### src/rtl/spibm_pkg.sv
package spibm_pkg;

    localparam int DATA_W = 8;
    localparam int SEL_N  = 4;
    localparam int SEL_W  = $clog2(SEL_N);
    localparam int DLY_W  = 8;
    localparam int DIV_W  = 8;
    localparam int REG_W  = 16;
    localparam int ADDR_W = 3;
    localparam int BIT_W  = $clog2(DATA_W);

    localparam logic [ADDR_W-1:0] A_MODE = 3'd0;
    localparam logic [ADDR_W-1:0] A_TX   = 3'd1;
    localparam logic [ADDR_W-1:0] A_RX   = 3'd2;
    localparam logic [ADDR_W-1:0] A_STAT = 3'd3;

    typedef struct packed {
        logic [DIV_W-1:0] div;
        logic [SEL_W-1:0] fixed_sel;
        logic             var_sel;
        logic             en;
    } mode_t;

    localparam int MODE_W = $bits(mode_t);

    typedef struct packed {
        logic [DLY_W-1:0] gap;
        logic [DLY_W-1:0] pre;
    } timing_t;

    typedef enum logic [1:0] {
        ST_IDLE,
        ST_LEAD,
        ST_SHIFT,
        ST_GAP
    } eng_st_t;

    function automatic logic [DIV_W-1:0] half_of(input logic [DIV_W-1:0] d);
        return (d == '0) ? DIV_W'(1) : d;
    endfunction

    function automatic logic [SEL_W-1:0] pick_sel(input mode_t m, input logic [SEL_W-1:0] s);
        return m.var_sel ? s : m.fixed_sel;
    endfunction

endpackage

### src/rtl/spibm_regs.sv
module spibm_regs
    import spibm_pkg::*;
(
    input  logic              clk,
    input  logic              rst,
    input  logic              wr,
    input  logic              rd,
    input  logic [ADDR_W-1:0] addr,
    input  logic [REG_W-1:0]  wdata,
    output logic [REG_W-1:0]  rdata,
    output mode_t             mode,
    output timing_t           timing [SEL_N],
    output logic              tx_valid,
    output logic [DATA_W-1:0] tx_data,
    output logic [SEL_W-1:0]  tx_sel,
    input  logic              pop,
    input  logic              done,
    input  logic [DATA_W-1:0] rx_byte
);

    logic [DATA_W-1:0] rx_data;
    logic              rx_full;
    logic              ovr;
    logic              rx_rd, st_rd, load, hit_ovr;

    assign rx_rd   = rd && (addr == A_RX);
    assign st_rd   = rd && (addr == A_STAT);
    assign hit_ovr = done && !ovr && rx_full && !rx_rd;
    assign load    = done && !ovr && !hit_ovr;

    for (genvar i = 0; i < SEL_N; i++) begin : g_tim
        timing_t tim_q;
        always_ff @(posedge clk) begin
            if (rst)
                tim_q <= '0;
            else if (wr && addr[ADDR_W-1] && addr[SEL_W-1:0] == SEL_W'(i))
                tim_q <= timing_t'(wdata);
        end
        assign timing[i] = tim_q;
    end

    always_ff @(posedge clk) begin
        if (rst) begin
            mode     <= '0;
            tx_valid <= 1'b0;
            tx_data  <= '0;
            tx_sel   <= '0;
            rx_data  <= '0;
            rx_full  <= 1'b0;
            ovr      <= 1'b0;
        end else begin
            if (wr && addr == A_MODE)
                mode <= mode_t'(wdata[MODE_W-1:0]);

            if (wr && addr == A_TX) begin
                tx_valid <= 1'b1;
                tx_data  <= wdata[DATA_W-1:0];
                tx_sel   <= wdata[DATA_W +: SEL_W];
            end else if (pop) begin
                tx_valid <= 1'b0;
            end

            if (load) begin
                rx_data <= rx_byte;
                rx_full <= 1'b1;
            end else if (rx_rd) begin
                rx_full <= 1'b0;
            end

            if (hit_ovr)
                ovr <= 1'b1;
            else if (st_rd)
                ovr <= 1'b0;
        end
    end

    always_comb begin
        rdata = '0;
        if (addr[ADDR_W-1]) begin
            rdata = REG_W'(timing[addr[SEL_W-1:0]]);
        end else begin
            case (addr)
                A_MODE:  rdata = REG_W'(mode);
                A_RX:    rdata = REG_W'(rx_data);
                A_STAT:  rdata = REG_W'({ovr, rx_full, !tx_valid});
                default: rdata = '0;
            endcase
        end
    end

    a_r10_pop_needs_data: assert property (@(posedge clk) disable iff (rst)
        pop |-> tx_valid);
    a_r9_rx_frozen: assert property (@(posedge clk) disable iff (rst)
        $past(ovr) |-> $stable(rx_data));
    a_r9_ovr_needs_full: assert property (@(posedge clk) disable iff (rst)
        $rose(ovr) |-> $past(rx_full));

endmodule

### src/rtl/spibm_engine.sv
module spibm_engine
    import spibm_pkg::*;
(
    input  logic              clk,
    input  logic              rst,
    input  mode_t             mode,
    input  timing_t           timing [SEL_N],
    input  logic              tx_valid,
    input  logic [DATA_W-1:0] tx_data,
    input  logic [SEL_W-1:0]  tx_sel,
    input  logic              miso,
    output logic              pop,
    output logic              done,
    output logic [DATA_W-1:0] rx_byte,
    output logic              sclk,
    output logic              mosi,
    output logic [SEL_N-1:0]  cs_n
);

    eng_st_t           st;
    logic [DLY_W-1:0]  cnt;
    logic [DIV_W-1:0]  hc;
    logic [BIT_W-1:0]  bitn;
    logic [DATA_W-1:0] tsh, rsh;
    logic [SEL_W-1:0]  cur_sel;
    logic [DIV_W-1:0]  half;
    logic [SEL_W-1:0]  nsel;
    logic              phase_end, chain;

    assign half      = half_of(mode.div);
    assign nsel      = pick_sel(mode, tx_sel);
    assign phase_end = (st == ST_SHIFT) && (hc == half - DIV_W'(1));
    assign done      = phase_end && sclk && (bitn == BIT_W'(DATA_W - 1));
    assign chain     = mode.en && tx_valid && (nsel == cur_sel);
    assign pop       = ((st == ST_IDLE) && mode.en && tx_valid) || (done && chain);
    assign rx_byte   = rsh;
    assign mosi      = tsh[DATA_W-1];

    always_ff @(posedge clk) begin
        if (rst) begin
            st      <= ST_IDLE;
            cnt     <= '0;
            hc      <= '0;
            bitn    <= '0;
            tsh     <= '0;
            rsh     <= '0;
            cur_sel <= '0;
            sclk    <= 1'b0;
            cs_n    <= '1;
        end else begin
            case (st)
                ST_IDLE: begin
                    if (mode.en && tx_valid) begin
                        tsh     <= tx_data;
                        cur_sel <= nsel;
                        cs_n    <= ~(SEL_N'(1) << nsel);
                        hc      <= '0;
                        bitn    <= '0;
                        if (timing[nsel].pre == '0) begin
                            st <= ST_SHIFT;
                        end else begin
                            st  <= ST_LEAD;
                            cnt <= timing[nsel].pre;
                        end
                    end
                end
                ST_LEAD, ST_GAP: begin
                    if (cnt == DLY_W'(1)) begin
                        st <= ST_SHIFT;
                        hc <= '0;
                    end else begin
                        cnt <= cnt - DLY_W'(1);
                    end
                end
                ST_SHIFT: begin
                    if (phase_end) begin
                        hc <= '0;
                        if (!sclk) begin
                            sclk <= 1'b1;
                            rsh  <= {rsh[DATA_W-2:0], miso};
                        end else begin
                            sclk <= 1'b0;
                            if (done) begin
                                bitn <= '0;
                                if (chain) begin
                                    tsh <= tx_data;
                                    if (timing[cur_sel].gap != '0) begin
                                        st  <= ST_GAP;
                                        cnt <= timing[cur_sel].gap;
                                    end
                                end else begin
                                    st   <= ST_IDLE;
                                    cs_n <= '1;
                                end
                            end else begin
                                bitn <= bitn + BIT_W'(1);
                                tsh  <= {tsh[DATA_W-2:0], 1'b0};
                            end
                        end
                    end else begin
                        hc <= hc + DIV_W'(1);
                    end
                end
                default: st <= ST_IDLE;
            endcase
        end
    end

    a_r6_idle_released: assert property (@(posedge clk) disable iff (rst)
        (st == ST_IDLE) |-> (&cs_n));
    a_r8_one_select: assert property (@(posedge clk) disable iff (rst)
        $onehot0(~cs_n));
    a_r4_lead_quiet: assert property (@(posedge clk) disable iff (rst)
        (st == ST_LEAD) |-> (!sclk && !(&cs_n)));
    a_r2_clock_in_shift: assert property (@(posedge clk) disable iff (rst)
        sclk |-> (st == ST_SHIFT));
    a_r2_mosi_steady: assert property (@(posedge clk) disable iff (rst)
        (sclk && $past(sclk)) |-> $stable(mosi));

endmodule

### src/rtl/spi_burst_master.sv
module spi_burst_master
    import spibm_pkg::*;
(
    input  logic              clk,
    input  logic              rst,
    input  logic              reg_wr,
    input  logic              reg_rd,
    input  logic [ADDR_W-1:0] reg_addr,
    input  logic [REG_W-1:0]  reg_wdata,
    output logic [REG_W-1:0]  reg_rdata,
    input  logic              miso,
    output logic              sclk,
    output logic              mosi,
    output logic [SEL_N-1:0]  cs_n
);

    mode_t             mode;
    timing_t           timing [SEL_N];
    logic              tx_valid, pop, done;
    logic [DATA_W-1:0] tx_data, rx_byte;
    logic [SEL_W-1:0]  tx_sel;

    spibm_regs u_regs (
        .clk      (clk),
        .rst      (rst),
        .wr       (reg_wr),
        .rd       (reg_rd),
        .addr     (reg_addr),
        .wdata    (reg_wdata),
        .rdata    (reg_rdata),
        .mode     (mode),
        .timing   (timing),
        .tx_valid (tx_valid),
        .tx_data  (tx_data),
        .tx_sel   (tx_sel),
        .pop      (pop),
        .done     (done),
        .rx_byte  (rx_byte)
    );

    spibm_engine u_engine (
        .clk      (clk),
        .rst      (rst),
        .mode     (mode),
        .timing   (timing),
        .tx_valid (tx_valid),
        .tx_data  (tx_data),
        .tx_sel   (tx_sel),
        .miso     (miso),
        .pop      (pop),
        .done     (done),
        .rx_byte  (rx_byte),
        .sclk     (sclk),
        .mosi     (mosi),
        .cs_n     (cs_n)
    );

endmodule

### config.mk
export PLATFORM = sky130hd
export DESIGN_NAME = spi_burst_master
export DESIGN_NICKNAME = d
export VERILOG_FILES = /design/src/rtl/spibm_pkg.sv /design/src/rtl/spibm_regs.sv /design/src/rtl/spibm_engine.sv /design/src/rtl/spi_burst_master.sv
export SDC_FILE = /design/constraint.sdc
export NUM_CORES = 1
export LEC_CHECK = 0
export ABC_AREA = 1
export ABC_CLOCK_PERIOD_IN_PS = 2800
export BUFFER_PORTS_ARGS = -buffer_cell sky130_fd_sc_hd__clkbuf_2
export CAP_MARGIN = 10
export CORE_MARGIN = 1.5
export CORE_UTILIZATION = 47
export DETAILED_ROUTE_END_ITERATION = 8
export GPL_TIMING_DRIVEN = 0
export PLACE_DENSITY = 0.66
export SLEW_MARGIN = 25
export SYNTH_ARGS = -nofsm -noshare
export SYNTH_HDL_FRONTEND = slang
export SYNTH_SLANG_ARGS = --single-unit
### constraint.sdc
create_clock -name clk -period 2.8 [get_ports clk]
set_input_delay 0 -clock clk [delete_from_list [all_inputs] [get_ports clk]]
set_output_delay 0 -clock clk [all_outputs]
set_load 0.01 [all_outputs]
=== After elaboration in Yosys (flattened, before gate mapping) ===
Cells that the tools add are included.

* Bitwise gates (word level): 5
* Shifts and indexed selects: 1
* Magnitude comparators: 3
* Divide/modulo/power cells: 0
* Equal/unequal tests: 25
* Muxes and demuxes: 59
* Add/subtract/negate cells: 4
* Reduce and logical (&&, ||, !) cells: 46
* Multipliers: 0

{| class="wikitable"
|+ Operators by type and width
! cell !! count
|-
| $mux W8 || 19
|-
| $bmux W16 S2 || 3
|-
| $mux W16 || 5
|-
| $pmux W8 S3 || 2
|-
| $pmux W12 S3 || 1
|-
| $logic_and A1 B1 Y1 || 21
|-
| $mux W4 || 5
|-
| $mux W2 || 9
|-
| $logic_not A8 Y1 || 2
|-
| $pmux W8 S2 || 1
|-
| $sub A8 B1 Y8 const B || 2
|-
| $mux W3 || 4
|-
| $ne A2 B1 Y1 const B || 6
|-
| $reduce_and A6 Y1 || 2
|-
| $ge A3 B3 Y1 const B || 3
|-
| $not A2 Y3 || 3
|-
| $add A8 B1 Y8 const B || 1
|-
| $eq A2 B2 Y1 const B || 4
|-
| $eq A8 B1 Y1 const B || 1
|-
| $eq A8 B8 Y1 || 1
|-
| $ne A2 B2 Y1 const B || 4
|-
| $pmux W4 S2 || 1
|-
| $reduce_and A8 Y1 || 1
|-
| $reduce_bool A2 Y1 || 4
|-
| 23 further kinds || 38
|}

* Memory bits (writable): 0
* Latch bits: 0
* Input bits: 24
* Memories kept: 0
* Flip-flop bits (word level): 141
* ROM bits: 0
* Word-level logic and storage cells: 170
* Output and inout bits: 22

=== Longest topological paths before layout ===
* Depth in word-level cells: 13
* Depth in mapped cells: 21
* Mapped depth without buffers: 21

=== By module ===
Synthesis repeated with hierarchy kept, for this count alone.

* Cells, all modules: 1181
* Area, all modules: 7512.2 um^2

{| class="wikitable"
|+ By module, submodules not included
! module !! sequential area each (um^2) !! area each (um^2) !! cells an instance !! instances
|-
| spibm_regs || 1941.9 || 4147.7 || 611 || 1
|-
| spibm_engine || 880.8 || 3364.5 || 570 || 1
|}

=== Worst setup path before layout ===
OpenSTA, ideal clock, no wires.

* Path type: register -> register
* From: register, netlist name u_regs.mode[6]
* To: register u_engine.cnt[6]
* Slack: 0.256 ns
* Arrival: 2.429 ns
* Setup time: 0.115 ns
* Path buffers: 1
* Period minus slack after synthesis: 2.544 ns
* Data required time: 2.685 ns
* Stages on the path, launching flop included: 21
* Cells stage by stage: dfxtp_1 nor2_2 nand2_2 o21ai_0 inv_1 ha_1 inv_1 nand2_1 nand3_1 inv_1 nor2_1 nand3_1 nor2_2 nand2_2 o21ai_1 nand2_2 nor2_4 buf_6 nand3_1 nand2_1 nor2_1

* Word-level cells in the longest chain between the ends: 9
* Elaborated cells between the ends (all ways): 10
* Those cells by class: add/sub (1); eq/ne (3); mux (1); reduce/logical (5)

{| class="wikitable"
|+ Ends and longest elaborated chain
! item !! line !! RTL
|-
| $logic_not A8 Y1 || spibm_pkg.sv:39 || <nowiki>return (d == '0) ? DIV_W'(1) : d;</nowiki>
|-
| $mux W8 * || spibm_pkg.sv:39 ||
|-
| $sub A8 B1 Y8 * || spibm_engine.sv:32 || <nowiki>assign phase_end = (st == ST_SHIFT) && (hc == half - DIV_W'(1));</nowiki>
|-
| $eq A8 B8 Y1 * || spibm_engine.sv:32 ||
|-
| $logic_and A1 B1 Y1 * || spibm_engine.sv:32 ||
|-
| $logic_and A1 B1 Y1 (2 in series) || spibm_engine.sv:33 || <nowiki>assign done = phase_end && sclk && (bitn == BIT_W'(DATA_W - 1));</nowiki>
|-
| $ne A2 B1 Y1 (no line) || -- ||
|-
| $reduce_and A8 Y1 (no line) * || -- ||
|-
| to (signal assigned) || spibm_engine.sv:63 || <nowiki>cnt <= timing[nsel].pre;</nowiki>
|-
| to (signal assigned) || spibm_engine.sv:72 || <nowiki>cnt <= cnt - DLY_W'(1);</nowiki>
|-
| to (signal assigned) || spibm_engine.sv:89 || <nowiki>cnt <= timing[cur_sel].gap;</nowiki>
|-
| to (decl) || spibm_engine.sv:21 || <nowiki>logic [DLY_W-1:0] cnt;</nowiki>
|}

Every way passes the cells marked *; elsewhere a longest branch is shown, timed or not.
A chain may end at the register's enable or synchronous reset.

=== Worst setup path after layout ===
* From: register, netlist name u_regs.mode[6]
* To: register u_regs.rx_data[3]

* Word-level cells in the longest chain between the ends: 12

{| class="wikitable"
|+ Ends and longest elaborated chain
! item !! line !! RTL
|-
| $logic_not A8 Y1 || spibm_pkg.sv:39 ||
|-
| $mux W8 * || spibm_pkg.sv:39 ||
|-
| $sub A8 B1 Y8 * || spibm_engine.sv:32 ||
|-
| $eq A8 B8 Y1 * || spibm_engine.sv:32 ||
|-
| $logic_and A1 B1 Y1 * || spibm_engine.sv:32 ||
|-
| $logic_and A1 B1 Y1 * (2 in series) || spibm_engine.sv:33 ||
|-
| $logic_and A1 B1 Y1 * || spibm_regs.sv:28, spibm_regs.sv:29 ||
|-
| $logic_and A1 B1 Y1 (2 in series) || spibm_regs.sv:28 || <nowiki>assign hit_ovr = done && !ovr && rx_full && !rx_rd;</nowiki>
|-
| $logic_not A1 Y1 || spibm_regs.sv:29 || <nowiki>assign load = done && !ovr && !hit_ovr;</nowiki>
|-
| $logic_and A1 B1 Y1 * || spibm_regs.sv:29 ||
|-
| to (signal assigned) || spibm_regs.sv:64 || <nowiki>rx_data <= rx_byte;</nowiki>
|-
| to (decl) || spibm_regs.sv:21 || <nowiki>logic [DATA_W-1:0] rx_data;</nowiki>
|}

Marks and branches as above.

==> run summary <==
post-synthesis register bit count - 141
crit path capture type - flop
fin crit share - 0.952
Compound-Gate Fraction of Synth Area - 0.211
Mapped Cells - 1,085
DR vias/cell - 5.44
CTS Sinks - 141
die width - 128 um
Post-synth top flop - dfxtp_1
syn nets - 1,115
mux contribution to synthesized area - 0
Reg clk slew, reported paths - 0.06 ns
simple-gate area share of the yosys netlist - 0.279
Adder-Cell Fraction of Synth Area - 0.0102
Max-Cap Viols - 0
run status - finished, final reports clean
data required time at the worst endpoint - 3.13 ns
Die H - 128 um
H-Tree Depth - 4
post-layout min period - 2.67 ns
GPL Wtd Cong - 0.910
initial antenna violation count - 0
hold_sp - reg_wr
hold endpoint - u_regs.mode[0]
via count - 7,508
Worst Skew - 0.0106 ns
crit path max fanout - 6
reg2reg end - u_regs.rx_data[3]
Starting Density - 0.483
Avg Cell Area, Syn - 6.77 um2
Worst VDD drop - 0.429 mV
dpl cell area - 7800 um2
R2R Path Start - u_regs.mode[6]
final instance area - 8800 um2
num rows - 45
DRC Markers - 0
root buffer cell - clkbuf_16
number of setup violations in the final report - 0
dpl hpwl - 16,500 um
maximum clock rate - 375 MHz
io pins - 46
FF-to-FF setup slack - 0.13 ns
sequential-to-total area share from yosys stat - 0.384
CP Class - flop to flop
worst-margin pin slew - 0.948 ns
# nets final - 1,210
commonest non-fill, non-tap cell in the layout - nand2_1
ratio of cells with drive above 1 in the final layout - 0.148
Synth Area in XOR/XNOR - 0.0155
Global Route Usage Sum - 0.283
highest-count cells in the layout ignoring fill and taps - 179 x nand2_1, 170 x nor2_1, 139 x dfxtp_1, 128 x o21ai_0, 117 x inv_1
DR pass1 iterations - 7
mapped cell area - 7340 um2
Min-Delay Path Depth - 5
Register-to-Register Path Depth - 20
Wirelength per Cell - 16.5 um
synthesis-to-layout area growth - 19.8%
Worst EP arrival - 2.99 ns
final hold viol count - 0
Ant. Diodes - 0
placeable core region - 15,200 um2
Slew Limit Headroom - 0.365
ys async rst share - 0
grt ovf - 0
PD cells - 623 nW/um2
CP Launch Type - flop
Lkg Pwr - 3.71 nW
Setup WS pre-CTS - -0.217 ns
Clock Path Buffers - 2
clock latency on the worst-skew pair - 0.43 ns
largest net degree at the start of global routing - 17
cts bufs inserted - 17
IO Port Bufs - 44
largest family of logic cells by synthesized area - simple AND/OR/NAND/NOR gates
number of synthesized flops with an enable pin - 0
number of nets with antenna violations after routing - 0
WL final - 22,700 um
number of library cell types mapped by synthesis - 48
full die area - 16,400 um2
first-pass GRT wire length - 35,600 um
Worst Hold Class - input port to flop
number of synthesis warnings - 0
vias in the first global route - 6,778
Core Util, Final - 0.579
Setup WS post-layout - 0.133 ns
drt initial violations - 726
CTS tree - done
count of pins over their slew limit - 0
==> power breakdown <==
group	total [mW]	leakage [nW]	internal, mW	switching [mW]
clock	2.38	0.297	1.48	0.899
sequential	2.14	1.14	2.08	0.0618
combinational	0.957	2.27	0.324	0.633
==> worst max path at each step <==
stage,startpoint,to,slack [ns]
final,u_regs.mode[6],u_regs.rx_data[3],0.13
after global routing,u_regs.mode[6],u_regs.rx_data[7],-0.04
after CTS,u_regs.mode[7],u_regs.rx_data[1],0.009
after detailed placement,u_regs.mode[6],u_engine.cnt[6],-0.22
after global placement,u_regs.mode[6],u_engine.cnt[6],-0.20
after floorplan,u_regs.mode[6],u_engine.cnt[6],0.26
==> kinds of logic (layout without fill, tap and decap cells) <==
family,count (synthesis),after routing
simple gates,465,465
buf+inv,183,291
flops,141,141
compound gates,277,277
xor+xnor,13,13
fa+ha+maj,6,6
==> state kept, by name (all words and copies together), names as in the netlist <==
| name | count |
|---|---|
| u_engine.cur_sel | 2 |
| u_engine.st | 2 |
| u_regs.rx_data | 8 |
| u_engine.tsh | 8 |
| u_regs.tx_valid | 1 |
| u_regs.timing | 64 |
| u_engine.rx_byte | 8 |
| u_engine.bitn | 3 |
| u_regs.rx_full | 1 |
| u_regs.ovr | 1 |
| u_engine.cnt | 8 |
| u_regs.tx_sel | 2 |
| u_regs.mode | 12 |
| u_engine.sclk | 1 |
| u_regs.tx_data | 8 |
| u_engine.hc | 8 |
| u_engine.cs_n | 4 |
==> cells in the mapped netlist, types with 3 or more instances <==
library cell    n  area [um2]
o22ai_1        20         125
clkinv_1        8        30.0
nand2_2        12        75.1
inv_2          11        41.3
nand2_1       183         687
nand3_2         4        40.0
o21ai_1         4        20.0
xor2_1          8        70.1
buf_6           3        33.8
nand4_1         8        50.1
o221ai_1        5        43.8
o21bai_1        9        67.6
nand3_1        54         270
nor2_4          6        67.6
nor4_1          3        18.8
xnor2_1         5        43.8
a21oi_2         6        52.6
inv_1         119         447
nor2_1        172         646
dfxtp_1       141        2820
a22oi_1        12        90.1
buf_2           7        35.0
nor3_1          6        30.0
o21ai_0       129         646
nand2_4         3        33.8
clkbuf_1       31         116
a21oi_1        81         405
ha_1            6        75.1
nor2_2          7        43.8
==> metrics by stage <==
stage	TNS (ns)	hold slack (ns)	std cells	total power [mW]
finish	0	0.0707	1381	5.48
global route	-0.204	0.102	1381	5.70
CTS	0	0.0579	1370	5.45
detailed placement	-4.02	0.288	1317	3.07
global placement	-2.59	0.284	1317	3.06
floorplan	0	0.135	1085	2.83
==> per-layer routing <==
layer | vias to the layer above | wire [um] | global-route usage
li1 | 3740 | - | -
met2 | 334 | 10100 | 0.436
met1 | 3388 | 10100 | 0.385
met3 | 46 | 1800 | 0.0580
met5 | - | 0 | 0
met4 | 0 | 671 | 0.125
==> layout make-up <==
type                            count  area (um2)
Buffer                             43         206
Tap cell                          188         235
Sequential cell                   141        2830
Clock buffer                       24         522
Clock inverter                      8         104
Fill cell                        1479        6410
Timing Repair Buffer               76         526
Inverter                          140         531
Multi-Input combinational cell    761        3850
==> worst max-delay path, cell delays in order (launching register included) <==
cell and delay, ns:
dfxtp_2 0.34, nor2_2 0.14, nand2_2 0.08, o21ai_2 0.18
inv_2 0.06, ha_4 0.18, inv_2 0.06, nand2_2 0.06
nand3_2 0.06, inv_1 0.04, nor2_1 0.09, nand3_1 0.10
nor2_2 0.11, nand2_2 0.09, nor2_4 0.18, nand3_4 0.10
nor2_4 0.17, nand3_4 0.14, clkbuf_16 0.19, o21bai_1 0.12
nor2_1 0.05
==> timing repair <==
| action | in CTS | in global routing |
|---|---|---|
| setup buffers | 2 | 10 |
| pin swaps | 2 | 12 |
| endpoints found under the hold margin | 65 | 0 |
| endpoints found under the setup margin | 33 | 44 |
| hold buffers | 19 | 0 |
| gates cloned | 0 | 1 |
| resized for setup | 6 | 16 |
Note: power is estimated with default switching activity, not from simulation.
